===== src/rtl/sysclk_src_ctl.sv =====
module sysclk_src_ctl #(
  parameter int DIV_W = 4
) (
  input  logic       clk,
  input  logic       rst_n,
  input  logic       reg_sel,
  input  logic       reg_wr,
  input  logic [7:0] reg_wdata,
  output logic [7:0] reg_rdata,
  input  logic       main_tick,
  input  logic       pll_tick,
  input  logic       pll_stable,
  input  logic       por_event,
  output logic       pll_stop,
  output logic       sys_ce,
  output logic       src_pll,
  output logic       slow_sel,
  output logic       aux1_en,
  output logic       aux2_en
);
  localparam int PAD = 8 - DIV_W;

  logic             fclk_q, pllpwd_q, sclk_q, aux1_q, aux2_q, por_q;
  logic [DIV_W-1:0] div_q, div_act_q, cnt_q;
  logic             src_q, ce_q;

  logic ctl_wr, div_wr, fclk_block, pwd_block, src_tick, at_tc;

  assign ctl_wr     = reg_wr & ~reg_sel;
  assign div_wr     = reg_wr &  reg_sel;
  assign fclk_block = ~reg_wdata[1] & (pllpwd_q | ~pll_stable);
  assign pwd_block  =  reg_wdata[2] & (~fclk_q | src_q);
  assign src_tick   = src_q ? pll_tick : main_tick;
  assign at_tc      = src_tick & (cnt_q == div_act_q);

  always_ff @(posedge clk or negedge rst_n) begin
    if (!rst_n) begin
      fclk_q   <= 1'b1;
      pllpwd_q <= 1'b1;
      sclk_q   <= 1'b0;
      aux1_q   <= 1'b0;
      aux2_q   <= 1'b0;
    end else if (ctl_wr) begin
      sclk_q <= reg_wdata[0];
      aux1_q <= reg_wdata[3];
      aux2_q <= reg_wdata[4];
      if (!fclk_block) fclk_q   <= reg_wdata[1];
      if (!pwd_block)  pllpwd_q <= reg_wdata[2];
    end
  end

  always_ff @(posedge clk or negedge rst_n) begin
    if (!rst_n)                    por_q <= 1'b0;
    else if (por_event)            por_q <= 1'b1;
    else if (ctl_wr && reg_wdata[5]) por_q <= 1'b0;
  end

  always_ff @(posedge clk or negedge rst_n) begin
    if (!rst_n)      div_q <= '0;
    else if (div_wr) div_q <= reg_wdata[DIV_W-1:0];
  end

  always_ff @(posedge clk or negedge rst_n) begin
    if (!rst_n) begin
      cnt_q     <= '0;
      div_act_q <= '0;
      src_q     <= 1'b0;
      ce_q      <= 1'b0;
    end else begin
      ce_q <= at_tc;
      if (at_tc) begin
        cnt_q     <= '0;
        div_act_q <= div_q;
        src_q     <= ~fclk_q;
      end else if (src_tick) begin
        cnt_q <= cnt_q + 1'b1;
      end
    end
  end

  assign reg_rdata = reg_sel ? {{PAD{1'b0}}, div_q}
                             : {2'b00, por_q, aux2_q, aux1_q, pllpwd_q, fclk_q, sclk_q};
  assign pll_stop  = pllpwd_q;
  assign sys_ce    = ce_q;
  assign src_pll   = src_q;
  assign slow_sel  = sclk_q;
  assign aux1_en   = aux1_q;
  assign aux2_en   = aux2_q;
endmodule


===== config.mk =====
export PLATFORM = sky130hd
export DESIGN_NAME = sysclk_src_ctl
export DESIGN_NICKNAME = d
export VERILOG_FILES = /design/src/rtl/sysclk_src_ctl.sv
export SDC_FILE = /design/constraint.sdc
export NUM_CORES = 1
export LEC_CHECK = 0
export ABC_CLOCK_PERIOD_IN_PS = 4000
export BUFFER_PORTS_ARGS = -buffer_cell sky130_fd_sc_hd__buf_2
export CAP_MARGIN = 10
export CORE_UTILIZATION = 40
export CTS_CLUSTER_DIAMETER = 150
export DETAILED_ROUTE_END_ITERATION = 10
export PLACE_DENSITY = 0.75
export REMOVE_ABC_BUFFERS = 1
export SLEW_MARGIN = 10
export SYNTH_ARGS = -nofsm -noshare
export SYNTH_HDL_FRONTEND = slang
export SYNTH_SLANG_ARGS = --single-unit

===== constraint.sdc =====
create_clock -name clk -period 4 [get_ports clk]
set_input_delay 0.8 -clock clk [delete_from_list [all_inputs] [get_ports clk]]
set_output_delay 0.8 -clock clk [all_outputs]
set_load 0.03 [all_outputs]

### Word-level counts from Yosys, hierarchy flattened

Index checks and enable logic that the tools add are counted.

| cells by class | value |
|---|---|
| $add $sub $neg | 1 |
| multiply operators | 0 |
| divide/modulo/power cells | 0 |
| order comparisons | 0 |
| equality and inequality tests | 1 |
| shift-type cells | 0 |
| mux-type cells | 6 |
| bitwise gates (word level) | 13 |
| reductions and logical operators | 5 |

Operator list:

| operator | number |
|---|---|
| $mux W4 | 2 |
| $mux W6 | 1 |
| $not A1 Y1 | 6 |
| $and A1 B1 Y1 | 5 |
| $add A4 B1 Y4 const B | 1 |
| $eq A4 B4 Y1 | 1 |
| $reduce_and A2 Y1 | 2 |
| $reduce_bool A2 Y1 | 2 |
| $mux W1 | 3 |
| $or A1 B1 Y1 | 2 |
| $logic_and A1 B1 Y1 | 1 |

| storage, ports and cells | value |
|---|---|
| register bits | 20 |
| latch bits | 0 |
| RAM bits | 0 |
| memory bits (read-only) | 0 |
| bits of input ports | 16 |
| output and inout port bits | 14 |
| memories | 0 |

### Depth between registers and ports, before layout

| logic depth | value |
|---|---|
| depth in word-level cells | 5 |
| depth in mapped cells | 5 |
| gate-level depth less buffers | 4 |

### Worst setup path after synthesis

Ideal clock, no wire load.

| timing | value |
|---|---|
| path type | input port to output port |
| start point | in reg_sel |
| end point | out reg_rdata[4] |
| data arrival time | 1.396 ns |
| data required time | 3.200 ns |
| slack | 1.804 ns |
| cell stages on the path | 2 |
| path buffers | 1 |
| cell sequence | buf_2 > nor2b_1 |

| on the way | value |
|---|---|
| cells in the longest elaborated chain, start to end | 1 |

RTL lines:

| item | line | source |
|---|---|---|
| start, declared | 6 | `input logic reg_sel,` |
| $mux W6 | 81 | `assign reg_rdata = reg_sel ? {{PAD{1'b0}}, div_q}` |
| end, declared | 9 | `output logic [7:0] reg_rdata,` |

No other way between the ends.

### Worst setup path in the final report

| timing | value |
|---|---|
| start point | in reg_sel |
| end point | out reg_rdata[3] |

Same word-level chain as after synthesis.

==> impl_metrics.xml <==
<?xml version="1.0" encoding="UTF-8"?>
<metrics>
  <group name="floorplan">
    <metric name="std_cell_rows" unit="">17</metric>
    <metric name="start_util" unit="%">42.6</metric>
    <metric name="die_area" unit="µm²">2580</metric>
    <metric name="fp.dieH" unit="µm">50.8</metric>
    <metric name="core-area" unit="µm²">2230</metric>
    <metric name="die_w" unit="µm">50.8</metric>
    <metric name="num_io_pins" unit="">30</metric>
  </group>
  <group name="placement">
    <metric name="routability_driven_placement_congestion_ratio" unit="">0.822</metric>
    <metric name="post_dp_cell_area" unit="µm²">1090</metric>
    <metric name="detailedPlacementHpwl" unit="µm">1250</metric>
    <metric name="io_buffer_count" unit="">25</metric>
    <metric name="dpl.cell_count" unit="">128</metric>
  </group>
  <group name="sta">
    <metric name="max_slew_margin" unit="%">61.8</metric>
    <metric name="number_of_endpoints_with_negative_hold_slack_in_the_final_report" unit="">0</metric>
    <metric name="finalSetupViolations" unit="">0</metric>
    <metric name="min_period" unit="ns">2.30</metric>
    <metric name="max_freq" unit="MHz">434</metric>
    <metric name="final_max_slew_viol_count" unit="">0</metric>
    <metric name="final_min_period_over_clock_period" unit="%">57.6</metric>
    <metric name="fin_tns_setup" unit="ns">0</metric>
    <metric name="clock_skew" unit="ns">0.00182</metric>
    <metric name="rsz0062_at_grt" unit="">false</metric>
    <metric name="worst_pin_slew" unit="ns">0.571</metric>
  </group>
  <group name="yosys">
    <metric name="synth.top_cells.by_area" unit="">dfrtp_1 47%, mux2_2 17%, dfstp_2 5.5%</metric>
    <metric name="post_synth_most_frequent_cells" unit="">18 x dfrtp_1, 14 x mux2_2, 10 x nand2_1, 4 x nor2b_1, 4 x xnor2_1</metric>
    <metric name="synth-seq-area-share" unit="%">52.9</metric>
    <metric name="ys_ff_latch" unit="">20</metric>
    <metric name="synth_area_per_cell" unit="µm²">12.2</metric>
    <metric name="yosys.area_share.adder" unit="%">1.32</metric>
    <metric name="postSynth.topFlopCell" unit="">dfrtp_1</metric>
    <metric name="synth_top_cell_by_area" unit="">dfrtp_1</metric>
    <metric name="ys.warnings.count" unit="">0</metric>
    <metric name="synth-xor-area-share" unit="%">3.68</metric>
    <metric name="post_synth_and_or_nand_nor_area_fraction" unit="%">12.1</metric>
    <metric name="synth_top_family_by_area" unit="">multiplexers</metric>
    <metric name="synth.lib_cells_used.distinct" unit="">25</metric>
    <metric name="post_synth_mux_area_share" unit="%">20.0</metric>
    <metric name="synth_compound_gate_area_share" unit="%">6.18</metric>
    <metric name="synth_most_common_cell" unit="">dfrtp_1</metric>
    <metric name="synthCells" unit="">78</metric>
    <metric name="edff_count_synth" unit="">0</metric>
    <metric name="synth_largest_type_area_fraction" unit="%">47.4</metric>
    <metric name="postSynth.asyncResetShare" unit="%">100</metric>
    <metric name="syn_area" unit="µm²">951</metric>
  </group>
  <group name="setup_path">
    <metric name="timing.critical_path.slowest_cell_delay" unit="ns">0.36</metric>
    <metric name="list_of_cells_traversed_by_the_critical_path" unit="">buf_2 &gt; mux2_2 &gt; buf_2</metric>
    <metric name="critical_path.reg2reg.startpoint" unit="">cnt_q[2]</metric>
    <metric name="worst_ep_arrival_time" unit="ns">1.50</metric>
    <metric name="crit_type" unit="">in2out</metric>
    <metric name="crit_path_start" unit="">reg_sel</metric>
    <metric name="critical-path-slowest-cell" unit="">mux2_2</metric>
    <metric name="crit_buf_inv" unit="">2</metric>
    <metric name="crit_family" unit="">multiplexers</metric>
    <metric name="path_max_fanout" unit="">8</metric>
    <metric name="crit_path_start_kind" unit="">input pin</metric>
    <metric name="req_time_crit_path" unit="ns">3.20</metric>
    <metric name="cpMostUsedCell" unit="">buf_2</metric>
    <metric name="worst_setup_path_end_kind" unit="">output port</metric>
  </group>
  <group name="routing">
    <metric name="dr.pass1.iters" unit="">4</metric>
    <metric name="routed_wirelength" unit="µm">1640</metric>
    <metric name="via_count" unit="">645</metric>
    <metric name="route.detailed.wl_per_inst" unit="µm">12.4</metric>
    <metric name="detail_route.drc_violations" unit="">0</metric>
    <metric name="viasPerCell" unit="">4.89</metric>
    <metric name="postRouteAntennaNets" unit="">0</metric>
    <metric name="dr.first_iter.drc_count" unit="">4</metric>
  </group>
  <group name="global_routing">
    <metric name="grt_max_degree" unit="">21</metric>
    <metric name="globalRoute.totalOverflow" unit="">0</metric>
    <metric name="number_of_global_route_vias_before_repair" unit="">626</metric>
    <metric name="grt_pass1_wl" unit="µm">2850</metric>
    <metric name="antenna_found_initial" unit="">0</metric>
    <metric name="groute.usage.overall" unit="%">15.3</metric>
  </group>
  <group name="power_and_ir_drop">
    <metric name="leakagePower" unit="nW">0.521</metric>
    <metric name="power-per-cell-area" unit="nW/µm²">632</metric>
    <metric name="total_power" unit="W">0.000705</metric>
    <metric name="ir_drop" unit="mV">0.288</metric>
  </group>
  <group name="final_layout">
    <metric name="post_layout_nonfiller_instances" unit="">132</metric>
    <metric name="filler_cells_inserted" unit="">210</metric>
    <metric name="area.sequential" unit="µm²">503</metric>
    <metric name="multi_input_comb_area" unit="µm²">419</metric>
    <metric name="final_design_area_no_fill" unit="µm²">1120</metric>
    <metric name="area_growth" unit="%">17.4</metric>
    <metric name="layout-drive-gt1-share" unit="%">45.2</metric>
    <metric name="final_nets" unit="">122</metric>
    <metric name="antennaDiodeCount" unit="">0</metric>
  </group>
  <group name="outcome">
    <metric name="run_status" unit="">complete, no violations</metric>
  </group>
  <group name="clocking">
    <metric name="ctsHtreeMaxLevel" unit="">1</metric>
    <metric name="clk_pin_slew" unit="ns">0.10</metric>
    <metric name="clockRootBuffer" unit="">clkbuf_4</metric>
    <metric name="cts-buffers-inserted" unit="">3</metric>
    <metric name="insertion_delay" unit="ns">0.30</metric>
    <metric name="cts.hold.buffers_added" unit="">0</metric>
    <metric name="clock_sinks" unit="">20</metric>
    <metric name="tritoncts_clock_tree" unit="">built</metric>
    <metric name="postCtsSetupBuffers" unit="">0</metric>
    <metric name="ctsLongestPathBuffers" unit="">2</metric>
    <metric name="post_cts_resize_count" unit="">0</metric>
  </group>
  <group name="min_path">
    <metric name="timing.hold.worst.class" unit="">in2async</metric>
  </group>
  <group name="flow_run">
    <metric name="cap_viol_max_count" unit="">0</metric>
  </group>
</metrics>
## power breakdown
group	total (W)	switching, W	internal, W
logic	0.000280	0.000153	0.000128
registers	0.000328	0.0000587	0.000269
clock network	0.0000974	0.0000585	0.0000389
## registers in the layout, summed over array words and instances (netlist names)
name / count
div_act_q: 4
aux1_en: 1
aux2_en: 1
slow_sel: 1
sys_ce: 1
fclk_q: 1
div_q: 4
pll_stop: 1
por_q: 1
src_pll: 1
cnt_q: 4
## metrics by stage
step                hold slack, ns  utilization, %  setup slack [ns]
global placement             0.459            48.8              1.70
floorplan                    0.441               -              1.97
detailed placement           0.463            48.8              1.69
finish                       0.428            50.0              1.70
global route                 0.451            50.0              1.67
CTS                          0.434            50.0              1.69
## path summary, 6_finish.rpt
| kind | endpoint | slack, ns | cells past startpoint |
|---|---|---|---|
| max in group asynchronous | pll_stop | 3.23 | 1 |
| worst min register to register | por_q | 0.48 | 1 |
| min in group clk | por_q | 0.48 | 1 |
| worst max-delay path | reg_rdata[3] | 1.70 | 3 |
| worst min-delay path | sys_ce | 0.43 | 1 |
| worst max register to register | div_act_q[0] | 2.45 | 4 |
## routing by layer
metal,track usage (%),share of wire (%),up-vias
met1,19.2,44,300
met3,2.73,4.6,5
li1,-,-,318
met5,0,0,-
met4,6.94,2.1,0
met2,25.3,49,22
## final cells by class
class	count	share of cell area (%)
multi-input cells	53	37.6
repair buffers	25	11.2
well taps	28	3.14
clock buffers	4	2.35
inverters	2	0.673
flip-flops and latches	20	45.1
## cells in the final DEF, fill, tap and decap left out, types with 2 or more instances in the layout
cell,n
xnor2_1,4
dfstp_2,2
nor2b_1,4
buf_2,25
dfrtp_1,18
inv_1,2
a21o_1,2
a22o_1,2
mux2_2,14
o21ai_0,3
clkbuf_4,3
nand2_1,10
conb_1,2
## cell families after synthesis
kind of cell	Yosys count
and+or+nand+nor	21
AOI/OAI and AO/OA	9
DFF	20
other	1
adders and majority gates	1
xor gates and xnor gates	4
buffers and inverters	6
muxes	16
Power figures use the tool's default switching activity.
